**config.mk**
```make
export PLATFORM = sky130hd
export DESIGN_NAME = nbr_align_monitor
export DESIGN_NICKNAME = d
export VERILOG_FILES = /design/src/rtl/nam_pkg.sv /design/src/rtl/nam_fifo.sv /design/src/rtl/nam_boundary_cmp.sv /design/src/rtl/nam_sticky_flags.sv /design/src/rtl/nbr_align_monitor.sv
export SDC_FILE = /design/constraint.sdc
export NUM_CORES = 1
export LEC_CHECK = 0
export CAP_MARGIN = 10
export CORE_MARGIN = 2
export CORE_UTILIZATION = 52
export CTS_BUF_LIST = sky130_fd_sc_hd__clkbuf_4
export DETAILED_ROUTE_END_ITERATION = 8
export MAX_ROUTING_LAYER = met4
export PLACE_DENSITY = 0.85
export REMOVE_ABC_BUFFERS = 1
export SYNTH_ARGS = -nofsm -noshare
export SYNTH_HDL_FRONTEND = slang
export SYNTH_SLANG_ARGS = --single-unit
```
**constraint.sdc**
```tcl
create_clock -name clk -period 2.7 [get_ports clk]
set_input_delay 0.54 -clock clk [delete_from_list [all_inputs] [get_ports clk]]
set_output_delay 0.54 -clock clk [all_outputs]
set_load 0.05 [all_outputs]
```
**src/rtl/nam_pkg.sv**
```systemverilog
package nam_pkg;

  typedef struct packed {
    logic underflow;
    logic overflow;
    logic misalign;
  } nam_flags_t;

  localparam int unsigned NAM_NFLAGS = 3;

  // Pointer advance with wrap for any depth.
  function automatic int unsigned wrap_inc(input int unsigned p, input int unsigned depth);
    return (p + 1 >= depth) ? 0 : p + 1;
  endfunction

  // Status word: {underflow, overflow, misalign, ok}.
  function automatic logic [3:0] pack_status(input nam_flags_t f);
    return {f.underflow, f.overflow, f.misalign, ~|f};
  endfunction

  // Occupancy after one cycle of push/pop.
  function automatic int unsigned next_count(input int unsigned c, input logic push, input logic pop);
    int unsigned r;
    r = c;
    if (push && !pop) r = c + 1;
    if (pop && !push) r = c - 1;
    return r;
  endfunction

endpackage

```
**src/rtl/nam_fifo.sv**
```systemverilog
module nam_fifo #(
  parameter int DW    = 16,
  parameter int DEPTH = 16
) (
  input  logic          clk,
  input  logic          rst_n,
  input  logic          wr_req,
  input  logic [DW-1:0] wr_data,
  input  logic          wr_sop,
  input  logic          rd_req,
  output logic [DW-1:0] rd_data,
  output logic          rd_sop,
  output logic          empty,
  output logic          full,
  output logic          rd_fire,
  output logic          wr_drop,
  output logic          rd_miss
);
  import nam_pkg::*;

  localparam int AW = (DEPTH > 1) ? $clog2(DEPTH) : 1;
  localparam int CW = $clog2(DEPTH + 1);
  localparam int EW = DW + 1;

  logic [EW-1:0] mem [DEPTH];
  logic [AW-1:0] wptr, rptr;
  logic [CW-1:0] count;
  logic          wr_fire;
  logic [EW-1:0] head;

  assign empty   = (count == '0);
  assign full    = (count == CW'(DEPTH));
  assign rd_fire = rd_req & ~empty;
  assign wr_fire = wr_req & (~full | rd_fire);
  assign wr_drop = wr_req & full & ~rd_fire;
  assign rd_miss = rd_req & empty;

  assign head    = mem[rptr];
  assign rd_data = empty ? '0 : head[DW-1:0];
  assign rd_sop  = empty ? 1'b0 : head[DW];

  always_ff @(posedge clk) begin
    if (wr_fire) mem[wptr] <= {wr_sop, wr_data};
  end

  always_ff @(posedge clk or negedge rst_n) begin
    if (!rst_n) begin
      wptr  <= '0;
      rptr  <= '0;
      count <= '0;
    end else begin
      if (wr_fire) wptr <= AW'(wrap_inc(int'(wptr), DEPTH));
      if (rd_fire) rptr <= AW'(rptr == AW'(DEPTH - 1) ? 0 : int'(rptr) + 1);
      count <= CW'(next_count(int'(count), wr_fire, rd_fire));
    end
  end


  count_bound_chk: assert property (@(posedge clk) disable iff (!rst_n)
    count <= CW'(DEPTH));


  no_overflow_chk: assert property (@(posedge clk) disable iff (!rst_n)
    wr_drop |=> full);


  empty_read_zero_chk: assert property (@(posedge clk) disable iff (!rst_n)
    rd_miss |-> (rd_data == '0 && !rd_sop));


  full_pass_chk: assert property (@(posedge clk) disable iff (!rst_n)
    (full && wr_req && rd_req) |=> full);

endmodule

```
**src/rtl/nam_boundary_cmp.sv**
```systemverilog
module nam_boundary_cmp (
  input  logic clk,
  input  logic rst_n,
  input  logic rem_valid,
  input  logic rem_sop,
  input  logic head_sop,
  input  logic head_present,
  output logic misalign_ev,
  output logic pair_ok
);
  assign misalign_ev = rem_valid & (rem_sop ^ head_sop);
  assign pair_ok     = rem_valid & head_present;


  pair_needs_both_chk: assert property (@(posedge clk) disable iff (!rst_n)
    pair_ok |-> (rem_valid && head_present));


  sop_match_quiet_chk: assert property (@(posedge clk) disable iff (!rst_n)
    (rem_valid && rem_sop == head_sop) |-> !misalign_ev);

endmodule

```
**src/rtl/nam_sticky_flags.sv**
```systemverilog
module nam_sticky_flags #(
  parameter int N = 3
) (
  input  logic         clk,
  input  logic         rst_n,
  input  logic [N-1:0] set_ev,
  input  logic         clr,
  output logic [N-1:0] flags
);
  for (genvar i = 0; i < N; i++) begin : g_bit
    always_ff @(posedge clk or negedge rst_n) begin
      if (!rst_n) flags[i] <= 1'b0;
      else        flags[i] <= set_ev[i] | (flags[i] & ~clr);
    end


    set_wins_chk: assert property (@(posedge clk) disable iff (!rst_n)
      set_ev[i] |=> flags[i]);


    sticky_hold_chk: assert property (@(posedge clk) disable iff (!rst_n)
      (flags[i] && !clr) |=> flags[i]);


    clear_chk: assert property (@(posedge clk) disable iff (!rst_n)
      (clr && !set_ev[i]) |=> !flags[i]);
  end

endmodule

```
**src/rtl/nbr_align_monitor.sv**
```systemverilog
module nbr_align_monitor #(
  parameter int DW    = 16,
  parameter int DEPTH = 16
) (
  input  logic          clk,
  input  logic          rst_n,
  input  logic          loc_valid,
  input  logic [DW-1:0] loc_data,
  input  logic          loc_sop,
  input  logic          rem_valid,
  input  logic [DW-1:0] rem_data,
  input  logic          rem_sop,
  output logic          pair_valid,
  output logic [DW-1:0] pair_loc_data,
  output logic [DW-1:0] pair_rem_data,
  input  logic          stat_rd,
  output logic [3:0]    stat_word
);
  import nam_pkg::*;

  logic       head_sop, fifo_empty, fifo_full, pop_fire;
  logic       ev_overflow, ev_underflow, ev_misalign;
  logic [NAM_NFLAGS-1:0] ev_vec, flag_vec;
  nam_flags_t flags_s;

  nam_fifo #(.DW(DW), .DEPTH(DEPTH)) u_fifo (
    .clk(clk), .rst_n(rst_n),
    .wr_req(loc_valid), .wr_data(loc_data), .wr_sop(loc_sop),
    .rd_req(rem_valid), .rd_data(pair_loc_data), .rd_sop(head_sop),
    .empty(fifo_empty), .full(fifo_full), .rd_fire(pop_fire),
    .wr_drop(ev_overflow), .rd_miss(ev_underflow)
  );

  nam_boundary_cmp u_cmp (
    .clk(clk), .rst_n(rst_n),
    .rem_valid(rem_valid), .rem_sop(rem_sop),
    .head_sop(head_sop), .head_present(~fifo_empty),
    .misalign_ev(ev_misalign), .pair_ok(pair_valid)
  );

  assign ev_vec = {ev_underflow, ev_overflow, ev_misalign};

  nam_sticky_flags #(.N(NAM_NFLAGS)) u_flags (
    .clk(clk), .rst_n(rst_n),
    .set_ev(ev_vec), .clr(stat_rd), .flags(flag_vec)
  );

  assign flags_s       = nam_flags_t'(flag_vec);
  assign stat_word     = pack_status(flags_s);
  assign pair_rem_data = rem_data;


  pair_pop_chk: assert property (@(posedge clk) disable iff (!rst_n)
    pair_valid == pop_fire);


  underflow_no_pair_chk: assert property (@(posedge clk) disable iff (!rst_n)
    ev_underflow |-> !pair_valid);


  ok_bit_chk: assert property (@(posedge clk) disable iff (!rst_n)
    stat_word[0] |-> (flag_vec == '0));


  overflow_only_full_chk: assert property (@(posedge clk) disable iff (!rst_n)
    ev_overflow |-> fifo_full);

endmodule

```
==> results.py <==
metrics = {
    "setup_path": {
        "arrival_ps": 2600,
        "cp-end-kind": "output port",
        "path_max_fanout": 7,
        "critical_path_class": "reg2out",
        "crit_path_start_kind": "flip-flop",
        "crit_required_ps": 2160,
    },
    "yosys": {
        "synth-seq-area-share": 0.735,
        "ys_types": 47,
        "syn_inst": 597,
        "ys_warn_count": 0,
        "syn_area_per_cell_um2": 19.5,
        "syn_area_um2": 11700,
        "ys_seq_elements": 288,
    },
    "clocking": {
        "clock_tree.buffer_depth": 3,
        "clk_pin_slew_ps": 70,
        "cts_inserted_buffers": 70,
        "numClockSinks": 288,
        "cts-root-buf": "clkbuf_4",
        "clkLatencyLatePin_ps": 680,
        "cts_tree": "yes",
        "htreeDepth": 3,
    },
    "grt": {
        "gr-total-overflow": 0,
        "grt_pass1_vias": 6986,
        "grt_start_max_net_pins": 43,
        "antenna_found_initial": 1,
        "grt_use_total": 0.242,
        "grt_pass1_wl_um": 41200,
    },
    "layout": {
        "layout-drive-gt1-share": 0.435,
        "nNetsFinal": 792,
        "area_delta_synth_final_pct": 22.6,
        "final_core_util": 0.653,
        "multi_input_area_um2": 3050,
        "fill_cells": 1355,
        "final_cells": 1077,
        "seq_area_um2": 8580,
    },
    "placement": {
        "io_buffers": 43,
        "pre_cts_ws_ps": 13.0,
        "gp_congestion": 0.900,
        "dp_cells": 925,
        "dp_hpwl_um": 15100,
    },
    "routing": {
        "drc": 0,
        "drt_iter0_markers": 808,
        "ant_nets": 0,
        "num_vias": 6704,
        "via_per_inst": 6.22,
        "drtPass1Iterations": 7,
        "post_drt_wl_per_cell_um": 25.7,
        "routed_wl_um": 27600,
    },
    "floorplan": {
        "dieArea_um2": 23600,
        "rows": 54,
        "num_io_pins": 76,
        "chipWidth_um": 154,
        "core_area_um2": 21900,
        "start_util": 0.533,
        "die_h_um": 154,
    },
    "timing": {
        "setup_ws_ps": -439,
        "fin_hold_ws_ps": 338,
        "finalSetupViolCount": 16,
        "period_needed_ps": 3140,
        "fmax_ghz": 0.319,
        "skew_ps": 62.1,
        "hold_violations": 0,
        "period_share": 1.16,
        "worst_pin_slew_ps": 887,
        "slew_headroom": 0.403,
        "rsz0062_at_grt": "yes",
        "slew_viol_final": 0,
    },
    "outcome": {
        "violations": "setup timing",
        "status": "finished with violations",
    },
    "power": {
        "ir_drop_mv": 0.468,
        "power_mw": 16.2,
        "p_leak_nw": 4.85,
        "power_density_nw_per_um2": 1140,
    },
    "hold_path": {
        "hold_path_class": "in2async",
    },
    "flow_run": {
        "drv_cap": 0,
    },
}
[timing repair]
item / 4_1_cts / 5_1_grt
buffers inserted: 19 / 11
setup endpoints to repair: 17 / 19
pin swaps: 18 / 17
resized for setup: 52 / 32
hold buffers: 0 / 0
gates cloned: 3 / 0
[layout make-up]
| class | count | share of cell area |
|---|---|---|
| clock buffers | 99 | 0.0520 |
| inverters | 11 | 0.00307 |
| flip-flops and latches | 288 | 0.601 |
| multi-input cells | 249 | 0.213 |
| repair buffers | 126 | 0.0926 |
| diodes | 1 | 0.000175 |
| well taps | 280 | 0.0245 |
| clock inverters | 23 | 0.0138 |
[worst max-delay path: stages, from the launching register on]
cell	delay, ps
dfrtp_4	550
buf_12	160
buf_16	140
buf_12	120
mux4_2	450
mux2i_2	200
a211oi_2	110
buf_6	180
[where the power goes]
part           leakage [nW]  internal [mW]  total (mW)  switching (mW)
clock                 0.547           2.08        3.79            1.71
sequential             2.65           5.37        5.68           0.310
combinational          1.65           3.07        6.77            3.70
total                  4.85           10.5        16.2            5.73
[flip-flops by register name (all words and copies together), names as in the netlist]
name	cells
u_flags.flags	3
u_fifo.count	5
u_fifo.rptr	4
u_fifo.mem	272
u_fifo.wptr	4
[per-stage QoR]
stage	setup TNS, ps	area [um^2]
after floorplan	-49960	11400
after global placement	0	12700
after detailed placement	0	12700
after CTS	-6890	14100
after global routing	-7820	14300
final	-6280	14300
[logic make-up (layout without fill, tap and decap cells)]
family,count (synthesis),in the layout,share of synthesized area
adder cells (fa/ha/maj),7,7,0.00751
other,0,1,0
AND/OR/NAND/NOR,78,78,0.0350
multiplexers,87,87,0.146
flip-flops,288,288,0.735
AO/OA/AOI/OAI,72,72,0.0440
buffers and inverters,60,259,0.0290
XOR/XNOR,5,5,0.00376
[metal layers]
| layer | up-vias | routed length (um) | track usage |
|---|---|---|---|
| met5 | - | 0 | - |
| met4 | 0 | 714 | 0.0826 |
| met3 | 73 | 2530 | 0.0688 |
| met2 | 427 | 14000 | 0.382 |
| met1 | 3429 | 10400 | 0.307 |
| li1 | 2775 | - | - |
[final timing paths]
| path | startpoint | to | slack (ps) | depth (start not counted) |
|---|---|---|---|---|
| max | u_fifo.rptr[0] | pair_loc_data[1] | -440 | 7 |
| min | rst_n | u_fifo.rptr[0] | 340 | 1 |
| max reg2reg | u_fifo.count[3] | u_fifo.count[4] | 110 | 9 |
| min reg2reg | u_flags.flags[0] | u_flags.flags[0] | 560 | 2 |
| max in group asynchronous | rst_n | u_fifo.rptr[2] | 1700 | 1 |
| min in group clk | stat_rd | u_flags.flags[0] | 500 | 2 |
[placed cells by master, fill, tap and decap left out, types with 6 or more instances in the layout]
cell type | synthesis | layout
buf_6 | 2 | 13
edfxtp_1 | 272 | 272
mux2i_2 | 0 | 8
nor2b_4 | 0 | 6
nor2b_1 | 19 | 13
a211oi_2 | 0 | 25
buf_4 | 22 | 65
nand2_1 | 18 | 18
o21ai_0 | 7 | 7
clkdlybuf4s50_1 | 0 | 26
mux4_2 | 66 | 66
nor2_2 | 0 | 12
mux2i_1 | 19 | 10
clkbuf_4 | 1 | 99
buf_12 | 0 | 17
dfrtp_1 | 16 | 10
nand3_1 | 6 | 6
inv_1 | 11 | 10
clkinv_1 | 0 | 17
a211oi_1 | 33 | 8
[Yosys cell counts (all sizes together)]
master | number | area share
mux2 | 2 | 0.0019
or2 | 1 | 0.00054
o21a | 1 | 0.00064
a21oi | 6 | 0.0026
o2bb2ai | 1 | 0.00075
mux4 | 66 | 0.13
a2111oi | 1 | 0.00086
o221ai | 2 | 0.0015
o211ai | 1 | 0.00064
mux2i | 19 | 0.016
nor2b | 19 | 0.010
clkbuf | 13 | 0.0045
nand2 | 18 | 0.0058
xor2 | 1 | 0.00075
a211o | 1 | 0.00075
or4 | 1 | 0.00097
o31ai | 2 | 0.0013
nand3 | 6 | 0.0026
a21o | 3 | 0.0019
ha | 7 | 0.0075
edfxtp | 272 | 0.70
nor3 | 7 | 0.0034
o21ai | 8 | 0.0038
o32ai | 1 | 0.00075
nand2b | 4 | 0.0021
xnor2 | 4 | 0.0030
nor4 | 2 | 0.0011
a22oi | 1 | 0.00064
o22ai | 3 | 0.0016
o32a | 1 | 0.00086
a31o | 1 | 0.00075
inv | 11 | 0.0035
dfrtp | 16 | 0.034
buf | 36 | 0.021
a31oi | 5 | 0.0027
nor2 | 18 | 0.0072
a211oi | 33 | 0.021
and3 | 1 | 0.00054
or3 | 1 | 0.00054
o41ai | 1 | 0.00075
No activity file was read; power rests on OpenSTA's default activity.
